### src/rtl/alu_pkg.sv
package alu_pkg;

  typedef enum logic [3:0] {
    OP_AND    = 4'd0,
    OP_XOR    = 4'd1,
    OP_SUB    = 4'd2,
    OP_RSUB   = 4'd3,
    OP_ADD    = 4'd4,
    OP_ADDC   = 4'd5,
    OP_SUBC   = 4'd6,
    OP_RSUBC  = 4'd7,
    OP_TSTAND = 4'd8,
    OP_TSTXOR = 4'd9,
    OP_CMPSUB = 4'd10,
    OP_CMPADD = 4'd11,
    OP_OR     = 4'd12,
    OP_PASS   = 4'd13,
    OP_CLEAR  = 4'd14,
    OP_PASSN  = 4'd15
  } alu_op_e;

  typedef struct packed {
    logic n;
    logic z;
    logic c;
    logic v;
  } flags_t;

  // Operations that go through the adder
  function automatic logic uses_adder(alu_op_e op);
    case (op)
      OP_SUB, OP_RSUB, OP_ADD, OP_ADDC, OP_SUBC, OP_RSUBC,
      OP_CMPSUB, OP_CMPADD: uses_adder = 1'b1;
      default:              uses_adder = 1'b0;
    endcase
  endfunction

  // Operations that only probe the flags and write no result
  function automatic logic is_probe(alu_op_e op);
    case (op)
      OP_TSTAND, OP_TSTXOR, OP_CMPSUB, OP_CMPADD: is_probe = 1'b1;
      default:                                    is_probe = 1'b0;
    endcase
  endfunction

endpackage

### src/rtl/alu_addsub.sv
module alu_addsub
  import alu_pkg::*;
#(
  parameter int W = 32
) (
  input  logic [W-1:0] a,
  input  logic [W-1:0] b,
  input  alu_op_e      op,
  input  logic         carry_flag,
  output logic [W-1:0] sum,
  output logic         cout,
  output logic         ovf
);

  logic         swap;
  logic         invert;
  logic         cin;
  logic [W-1:0] x;
  logic [W-1:0] y;
  logic [W:0]   wide;

  always_comb begin
    swap   = (op == OP_RSUB) || (op == OP_RSUBC);
    invert = 1'b0;
    cin    = 1'b0;
    case (op)
      OP_SUB, OP_RSUB, OP_CMPSUB: begin invert = 1'b1; cin = 1'b1;       end
      OP_SUBC, OP_RSUBC:          begin invert = 1'b1; cin = carry_flag; end
      OP_ADDC:                    begin cin = carry_flag;                end
      default:                    begin                                  end
    endcase
  end

  assign x    = swap ? b : a;
  assign y    = invert ? ~(swap ? a : b) : (swap ? a : b);
  assign wide = {1'b0, x} + {1'b0, y} + {{W{1'b0}}, cin};
  assign sum  = wide[W-1:0];
  assign cout = wide[W];
  assign ovf  = (x[W-1] == y[W-1]) && (sum[W-1] != x[W-1]);

  // Carry-in of the plain forms never depends on the flag
  always_comb begin
    if (op == OP_ADD) begin
      p_add_plain_r1: assert (sum == a + b)
        else $error("p_add_plain_r1");
    end
    if (op == OP_RSUB) begin
      p_rsub_swap_r2: assert (sum == b - a)
        else $error("p_rsub_swap_r2");
    end
  end

endmodule

### src/rtl/alu_logic.sv
module alu_logic
  import alu_pkg::*;
#(
  parameter int W = 32
) (
  input  logic [W-1:0] a,
  input  logic [W-1:0] b,
  input  alu_op_e      op,
  output logic [W-1:0] res
);

  for (genvar i = 0; i < W; i++) begin : g_bit
    always_comb begin
      case (op)
        OP_AND, OP_TSTAND: res[i] = a[i] & b[i];
        OP_XOR, OP_TSTXOR: res[i] = a[i] ^ b[i];
        OP_OR:             res[i] = a[i] | b[i];
        OP_CLEAR:          res[i] = a[i] & ~b[i];
        OP_PASS:           res[i] = b[i];
        OP_PASSN:          res[i] = ~b[i];
        default:           res[i] = 1'b0;
      endcase
    end
  end

endmodule

### src/rtl/alu_flags.sv
module alu_flags
  import alu_pkg::*;
#(
  parameter int W = 32
) (
  input  logic [W-1:0] value,
  input  alu_op_e      op,
  input  logic         set_flags,
  input  flags_t       cur,
  input  logic         add_cout,
  input  logic         add_ovf,
  input  logic         shift_carry,
  output flags_t       nxt
);

  logic update;

  assign update = set_flags || is_probe(op);

  always_comb begin
    nxt = cur;
    if (update) begin
      nxt.n = value[W-1];
      nxt.z = ~|value;
      if (uses_adder(op)) begin
        nxt.c = add_cout;
        nxt.v = add_ovf;
      end else begin
        nxt.c = shift_carry;
      end
    end
  end

endmodule

### src/rtl/flag_alu.sv
module flag_alu
  import alu_pkg::*;
#(
  parameter int W      = 32,
  parameter int OPW    = 4,
  parameter int FLAGSW = 4
) (
  input  logic [W-1:0]      op_a,
  input  logic [W-1:0]      op_b,
  input  logic [OPW-1:0]    opcode,
  input  logic              set_flags,
  input  logic [FLAGSW-1:0] flags_in,
  input  logic              shift_carry,
  output logic [W-1:0]      result,
  output logic              result_valid,
  output logic [FLAGSW-1:0] flags_out
);

  localparam int CBIT = 1;

  alu_op_e      op;
  flags_t       cur;
  flags_t       nxt;
  logic [W-1:0] add_sum;
  logic         add_cout;
  logic         add_ovf;
  logic [W-1:0] log_res;
  logic [W-1:0] value;
  logic         probe;

  assign op    = alu_op_e'(opcode);
  assign cur   = flags_t'(flags_in);
  assign probe = is_probe(op);

  alu_addsub #(.W(W)) u_addsub (
    .a          (op_a),
    .b          (op_b),
    .op         (op),
    .carry_flag (flags_in[CBIT]),
    .sum        (add_sum),
    .cout       (add_cout),
    .ovf        (add_ovf)
  );

  alu_logic #(.W(W)) u_logic (
    .a   (op_a),
    .b   (op_b),
    .op  (op),
    .res (log_res)
  );

  assign value = uses_adder(op) ? add_sum : log_res;

  alu_flags #(.W(W)) u_flags (
    .value       (value),
    .op          (op),
    .set_flags   (set_flags),
    .cur         (cur),
    .add_cout    (add_cout),
    .add_ovf     (add_ovf),
    .shift_carry (shift_carry),
    .nxt         (nxt)
  );

  assign result       = probe ? '0 : value;
  assign result_valid = ~probe;
  assign flags_out    = nxt;

  always_comb begin
    if (opcode >= 4'd8 && opcode <= 4'd11) begin
      p_probe_silent_r6: assert (!result_valid && result == '0)
        else $error("p_probe_silent_r6");
    end else begin
      p_valid_r11: assert (result_valid)
        else $error("p_valid_r11");
    end
    if (!set_flags && !(opcode >= 4'd8 && opcode <= 4'd11)) begin
      p_hold_flags_r8: assert (flags_out == flags_in)
        else $error("p_hold_flags_r8");
    end
    if (opcode == 4'd13) begin
      p_pass_b_r5: assert (result == op_b)
        else $error("p_pass_b_r5");
    end
    if (opcode == 4'd15) begin
      p_passn_b_r5: assert (result == ~op_b)
        else $error("p_passn_b_r5");
    end
    if (set_flags && (opcode == 4'd0 || opcode == 4'd1 || opcode >= 4'd12)) begin
      p_logic_cv_r10: assert (flags_out[1] == shift_carry && flags_out[0] == flags_in[0])
        else $error("p_logic_cv_r10");
    end
    if (opcode == 4'd10) begin
      p_cmp_carry_r9: assert (flags_out[1] == (op_a >= op_b))
        else $error("p_cmp_carry_r9");
      p_cmp_zero_r7: assert (flags_out[2] == (op_a == op_b))
        else $error("p_cmp_zero_r7");
    end
    if (opcode == 4'd14 && set_flags) begin
      p_clear_neg_r7: assert (flags_out[3] == (op_a[W-1] & ~op_b[W-1]))
        else $error("p_clear_neg_r7");
    end
  end

endmodule

### config.mk
export PLATFORM = sky130hd
export DESIGN_NAME = flag_alu
export DESIGN_NICKNAME = d
export VERILOG_FILES = /design/src/rtl/alu_pkg.sv /design/src/rtl/alu_addsub.sv /design/src/rtl/alu_logic.sv /design/src/rtl/alu_flags.sv /design/src/rtl/flag_alu.sv
export SDC_FILE = /design/constraint.sdc
export NUM_CORES = 1
export LEC_CHECK = 0
export BUFFER_PORTS_ARGS = -buffer_cell sky130_fd_sc_hd__buf_4
export CAP_MARGIN = 20
export CORE_MARGIN = 2
export CORE_UTILIZATION = 40
export DETAILED_ROUTE_END_ITERATION = 12
export PLACE_DENSITY = 0.62
export SETUP_SLACK_MARGIN = 0.3
export SYNTH_ARGS = -nofsm -noshare
export SYNTH_HDL_FRONTEND = slang
export SYNTH_SLANG_ARGS = --single-unit
export TNS_END_PERCENT = 1
### constraint.sdc
create_clock -name vclk -period 12.1
set_input_delay 1.815 -clock vclk [all_inputs]
set_output_delay 1.815 -clock vclk [all_outputs]
set_load 0.01 [all_outputs]
### Word level (Yosys, flattened, before mapping)

Memory sizes are Yosys's and may differ from the RTL's.
Index checks and enable logic that the tools add are counted.

* register bits: 0
* bits in latches: 0
* memory bits (writable): 0
* bits in read-only memories: 32
* bits of input ports: 74
* output and inout bits: 37
* word-level logic and storage cells: 238
* memories: 2

* add/sub/neg operators: 2
* multipliers: 0
* div/mod/pow operators: 0
* $lt $le $gt $ge: 0
* equality and inequality tests: 16
* shift-type cells: 0
* mux-type cells: 44
* bitwise operators: 162
* reductions and logical operators: 12

Memories
* (name not given): depth 16, bits a word 1, read ports 1, clocked after Yosys merged registers in 0, write ports 0, RTL line alu_pkg.sv:31 `case (op)`
* (name not given): depth 16, bits a word 1, read ports 1, clocked after Yosys merged registers in 0, write ports 0, RTL line alu_pkg.sv:31

Operators with widths (count)
* 1-bit one-hot mux with 6 select lines: 32
* 32-bit 2-to-1 mux: 5
* 1-bit bitwise AND: 64
* 32-bit by 32-bit adder with 33-bit output: 1
* 33-bit by 1-bit adder with 33-bit output: 1
* 1-bit NOT: 33
* 4-bit equality test, second input constant: 8
* 32-bit NOT: 1
* 1-bit bitwise OR: 32
* 32-bit OR reduction: 1
* 1-bit XOR: 32
* 4-bit by 3-bit equality test with 1-bit output, second input constant: 3
* 4-bit by 2-bit equality test with 1-bit output, second input constant: 2
* 3-bit OR reduction: 2
* 1-bit 2-to-1 mux: 5
* 5-bit OR reduction: 1
* 4-bit by 1-bit equality test with 1-bit output, second input constant: 1
* 4-bit logical NOT: 1
* 4-bit 2-to-1 mux: 1
* 2-bit OR reduction: 2
* 4-bit OR reduction: 1
* 1-bit logical OR: 2
* 1-bit one-hot mux with 2 select lines: 1
* 1-bit equality test: 1
* other kinds (3): 3

### Longest topological paths before layout

* word-level depth: 11
* depth in mapped cells: 24
* mapped depth without buffers: 18

### Cells and area by module

Synthesis repeated with hierarchy kept, for this count alone.

* cell total of the unflattened synthesis: 899
* area total of the unflattened synthesis: 7065.5 sq um

Modules (own cells, without submodules)
* alu_addsub: instances 1, cells an instance 361, area an instance 2827.7 sq um, seq. area each 0.0 sq um
* alu_logic: instances 1, cells an instance 358, area an instance 2467.4 sq um, seq. area each 0.0 sq um
* flag_alu: instances 1, cells an instance 154, area an instance 1600.3 sq um, seq. area each 0.0 sq um
* alu_flags: instances 1, cells an instance 26, area an instance 170.2 sq um, seq. area each 0.0 sq um

### Worst setup path after synthesis

OpenSTA, ideal clock, no wires.

* path kind: input port to output port
* from: input port opcode[0]
* to: output port flags_out[2]
* arrival: 7001 ps
* required time: 10285 ps
* slack: 3284 ps
* stages on the path: 23
* buffers on the path: 7
* cells stage by stage: buf_2 clkbuf_1 inv_1 clkbuf_1 buf_1 nor2_1 nand2_1 clkbuf_1 clkbuf_1 clkbuf_1 o21ai_0 fa_1 fa_1 a211oi_1 o21ai_1 a22oi_1 a2111oi_1 mux2i_1 nand2_1 or4b_1 nor4_1 nand4_1 o21ai_1

* cells in the longest elaborated chain, start to end: 11
* elaborated cells on any way between the ends: 69
* those cells by class: add/sub (2); eq/ne (14); mux (40); bitwise (1); reduce/logical (11); memory (1)

Ends and longest elaborated chain
* start, declared: RTL line flag_alu.sv:10 `input logic [OPW-1:0] opcode,`
* branches (longest 10 deep; another with 32-bit by 32-bit adder with 33-bit output)
* 4-bit 2-to-1 mux (*): RTL line alu_flags.sv:22 `if (update) begin`
* end, declared: RTL line flag_alu.sv:16 `output logic [FLAGSW-1:0] flags_out`

Mark *: on every way between the ends.

### Worst setup path after layout

Ends and elaborated chain as after synthesis.

==> impl_metrics.sql <==
INSERT INTO impl_metrics (metric_group, metric, value, unit) VALUES
('synth', 'syn_inst', '941', ''),
('timing', 'hold_viol', '0', ''),
('global_routing', 'globalRoute.totalOverflow', '0', ''),
('floorplan', 'rows', '43', ''),
('synth', 'ys_warn_count', '0', ''),
('power_and_ir_drop', 'switching_share', '59.3', '%'),
('detailed_routing', 'number_of_antenna_violating_nets_in_the_routed_design', '0', ''),
('timing', 'unrepaired_setup_endpoints_after_global_routing', 'no', ''),
('timing', 'fin_setup_tns', '0', 'ns'),
('detailed_routing', 'drc_errors', '0', ''),
('placement', 'detailedPlace.worstSlack', '3.12', 'ns'),
('cts', 'post-cts-setup-buffer-count', '0', ''),
('placement', 'numPortBuffers', '111', ''),
('timing', 'max_freq', '0.111', 'GHz'),
('critical_path', 'critPathCaptureType', 'primary output', ''),
('cts', 'cts_resized', '0', ''),
('final_layout', 'area.sequential', '0', 'um^2'),
('synth', 'synth.distinct_cells', '79', ''),
('floorplan', 'core', '14000', 'um^2'),
('detailed_routing', 'vias_per_cell', '5.92', ''),
('power_and_ir_drop', 'p_leak', '3.05', 'nW'),
('placement', 'dp_hpwl', '15800', 'um'),
('timing', 'timing.hold.ws', '3.93', 'ns'),
('detailed_routing', 'via_count', '6965', ''),
('final_layout', 'insertedDiodeCount', '0', ''),
('global_routing', 'first_global_vias', '6319', ''),
('power_and_ir_drop', 'cellPowerDensity', '75.6', 'nW/um^2'),
('final_layout', 'sequential_cell_count_of_the_final_layout', '0', ''),
('global_routing', 'wire_length_of_the_first_global_routing_pass', '33000', 'um'),
('final_layout', 'num-fill-cells', '1499', ''),
('outcome', 'status', 'complete, no violations', ''),
('cts', 'cts-hold-fix-buffers', '0', ''),
('final_layout', 'layout_commonest_cell', 'buf_4', ''),
('critical_path', 'cp_data_arrival_time', '7.17', 'ns'),
('detailed_routing', 'drt-initial-drc-count', '581', ''),
('power_and_ir_drop', 'power.total', '502', 'uW'),
('detailed_routing', 'wirelength_per_cell', '18.0', 'um'),
('power_and_ir_drop', 'seq_power_share', '0', '%'),
('timing', 'slew_viol_final', '0', ''),
('final_layout', 'fin_nets', '1137', ''),
('worst_hold_path', 'hold_start', 'flags_in[2]', ''),
('critical_path', 'critical_path_required', '10.28', 'ns'),
('final_layout', 'final_area', '6640', 'um^2'),
('worst_hold_path', 'hold_path_depth', '4', ''),
('floorplan', 'dieArea', '15400', 'um^2'),
('final_layout', 'clock_buffers', '0', ''),
('floorplan', 'ports', '111', ''),
('run', 'max_cap_viol_count', '0', ''),
('power_and_ir_drop', 'pwr-share-comb', '100.0', '%'),
('synth', 'netlist_area', '5770', 'um^2'),
('timing', 'max_slew.worst_pin.slew', '0.808', 'ns'),
('synth', 'synth_area_per_cell', '6.13', 'um^2'),
('worst_hold_path', 'holdCritPathClass', 'in -> out', ''),
('timing', 'slew-limit-headroom', '46.1', '%'),
('final_layout', 'layout_common_cells', 'buf_4 (122), o21ai_0 (101), a21oi_1 (100)', ''),
('power_and_ir_drop', 'power_report.internal_total', '204', 'uW'),
('critical_path', 'setup.worst_path.start_class', 'input pin', ''),
('synth', 'syn-num-nets', '1080', ''),
('critical_path', 'critical_path_peak_fanout', '69', ''),
('power_and_ir_drop', 'ir_worst_vdd', '0.0287', 'mV'),
('floorplan', 'chipHeight', '124', 'um'),
('placement', 'placement.cell_area', '6640', 'um^2'),
('placement', 'finalWeightedCongestion', '0.956', ''),
('timing', 'time_the_final_worst_path_needs_with_i_o_delays_and_setup', '8.99', 'ns'),
('synth', 'seq_area_frac_synth', '0', '%'),
('detailed_routing', 'routed_wirelength', '21100', 'um'),
('global_routing', 'track_usage', '26.8', '%'),
('detailed_routing', 'first_pass_iters', '7', ''),
('timing', 'setup_slack', '3.11', 'ns'),
('power_and_ir_drop', 'power_switching', '298', 'uW'),
('global_routing', 'grt_max_degree', '70', ''),
('timing', 'period_share', '74.3', '%'),
('timing', 'report.final.setup_viol', '0', ''),
('floorplan', 'dieWidth', '124', 'um'),
('power_and_ir_drop', 'part_of_the_power_in_the_clock_network', '0', '%'),
('global_routing', 'number_of_antenna_violations_at_the_first_check_in_global_routing', '0', ''),
('final_layout', 'layout-drive-gt1-share', '14.9', '%'),
('final_layout', 'layout_stage_area_growth_over_the_synthesis_result', '15.0', '%'),
('floorplan', 'initial_core_utilization', '41.3', '%'),
('critical_path', 'path_class', 'in -> out', ''),
('worst_hold_path', 'timing.hold.worst_endpoint', 'flags_out[2]', '');
[worst max-delay path by stage]
stage	startpoint	endpoint	slack (ns)	depth (start not counted)
2_1_floorplan	opcode[0]	flags_out[2]	3.28	23
3_3_place_gp	opcode[0]	flags_out[2]	3.25	20
3_5_place_dp	opcode[0]	flags_out[2]	3.12	20
4_1_cts	opcode[0]	flags_out[2]	3.12	20
5_1_grt	opcode[0]	flags_out[2]	2.64	20
6_report	opcode[0]	flags_out[2]	3.11	20
[final cells by class]
cell class / count / area [um^2] / area share [%]
inverter: 73 / 274 / 4.13
timing repair buffer: 122 / 916 / 13.8
multi-input combinational: 801 / 5220 / 78.7
tap: 180 / 225 / 3.39
[critical path: stages]
cell and delay [ns]:
buf_4 0.47, inv_1 0.13, nor2_1 0.25, nand2_4 0.38, nor2_1 0.20, a21oi_1 0.07
xor2_1 0.18, fa_1 0.48, fa_1 0.44, a211oi_1 0.38, o21ai_1 0.17, a22oi_1 0.36
a2111oi_1 0.16, mux2i_1 0.24, nand2_1 0.07, or4b_1 0.52, nor4_1 0.43, nand4_1 0.14
o21ai_1 0.14, buf_4 0.13
[metal layers]
layer  share of wire [%]  vias to the layer above  global-route usage [%]
met3                 6.4                       34                    2.15
met1                  45                     3158                    35.9
met5                   0                        -                       0
li1                    -                     3499                       -
met4                 2.5                        0                    5.69
met2                  46                      274                    46.9
[synth_stat cells (3+ instances only)]
cell,instances,area (um^2)
a32oi_1,4,35.0
o2111ai_1,7,61.3
nand3b_1,4,30.0
a21oi_1,100,500
o32ai_1,3,26.3
xor2_1,59,517
and2_1,13,81.3
a211oi_1,12,90.1
nand2b_1,4,25.0
nor2b_1,5,31.3
or3_1,7,43.8
a222oi_1,3,30.0
o221ai_1,3,26.3
a31oi_1,14,87.6
buf_1,11,41.3
a22oi_1,4,30.0
o21ai_0,101,505
clkbuf_1,36,135
nand3_1,30,150
mux2i_1,8,80.1
buf_6,3,33.8
o21ai_1,3,15.0
nor3_1,17,85.1
o22ai_1,8,50.1
xnor2_1,19,166
nor3b_1,4,30.0
a32o_1,4,40.0
o211ai_1,8,60.1
and3_1,8,50.1
nand4_1,10,62.6
a22o_1,4,35.0
ha_1,63,788
nor2_1,98,368
a21o_1,9,67.6
inv_1,73,274
buf_2,15,75.1
a311oi_1,3,26.3
o21a_1,6,45.0
nand2_1,95,357
nor4_1,8,50.1
a211o_1,3,26.3
mux2_2,3,33.8
[stage by stage]
step                      util (%)  cells
after floorplan                  -    941
after detailed placement      47.5   1176
after CTS                     47.5   1176
final                         47.5   1176
after global placement        47.5   1176
after global routing          47.5   1176
[power by group through the flow]
| stage | registers, mW | logic, mW | clock network [mW] |
|---|---|---|---|
| after floorplan | 0 | 0.336 | 0 |
| after global placement | 0 | 0.493 | 0 |
| after detailed placement | 0 | 0.493 | 0 |
| after CTS | 0 | 0.495 | 0 |
| after global routing | 0 | 0.552 | 0 |
| final | 0 | 0.502 | 0 |
[kinds of logic (layout without fill, tap and decap cells)]
family | after synthesis | count (layout) | share of synthesized area [%]
compound gates | 327 | 327 | 35.6
simple gates | 319 | 319 | 26.1
buf+inv | 140 | 195 | 9.95
xor+xnor | 78 | 78 | 11.8
fa+ha+maj | 65 | 65 | 14.4
mux | 12 | 12 | 2.23
No activity file was read; power rests on OpenSTA's default activity.
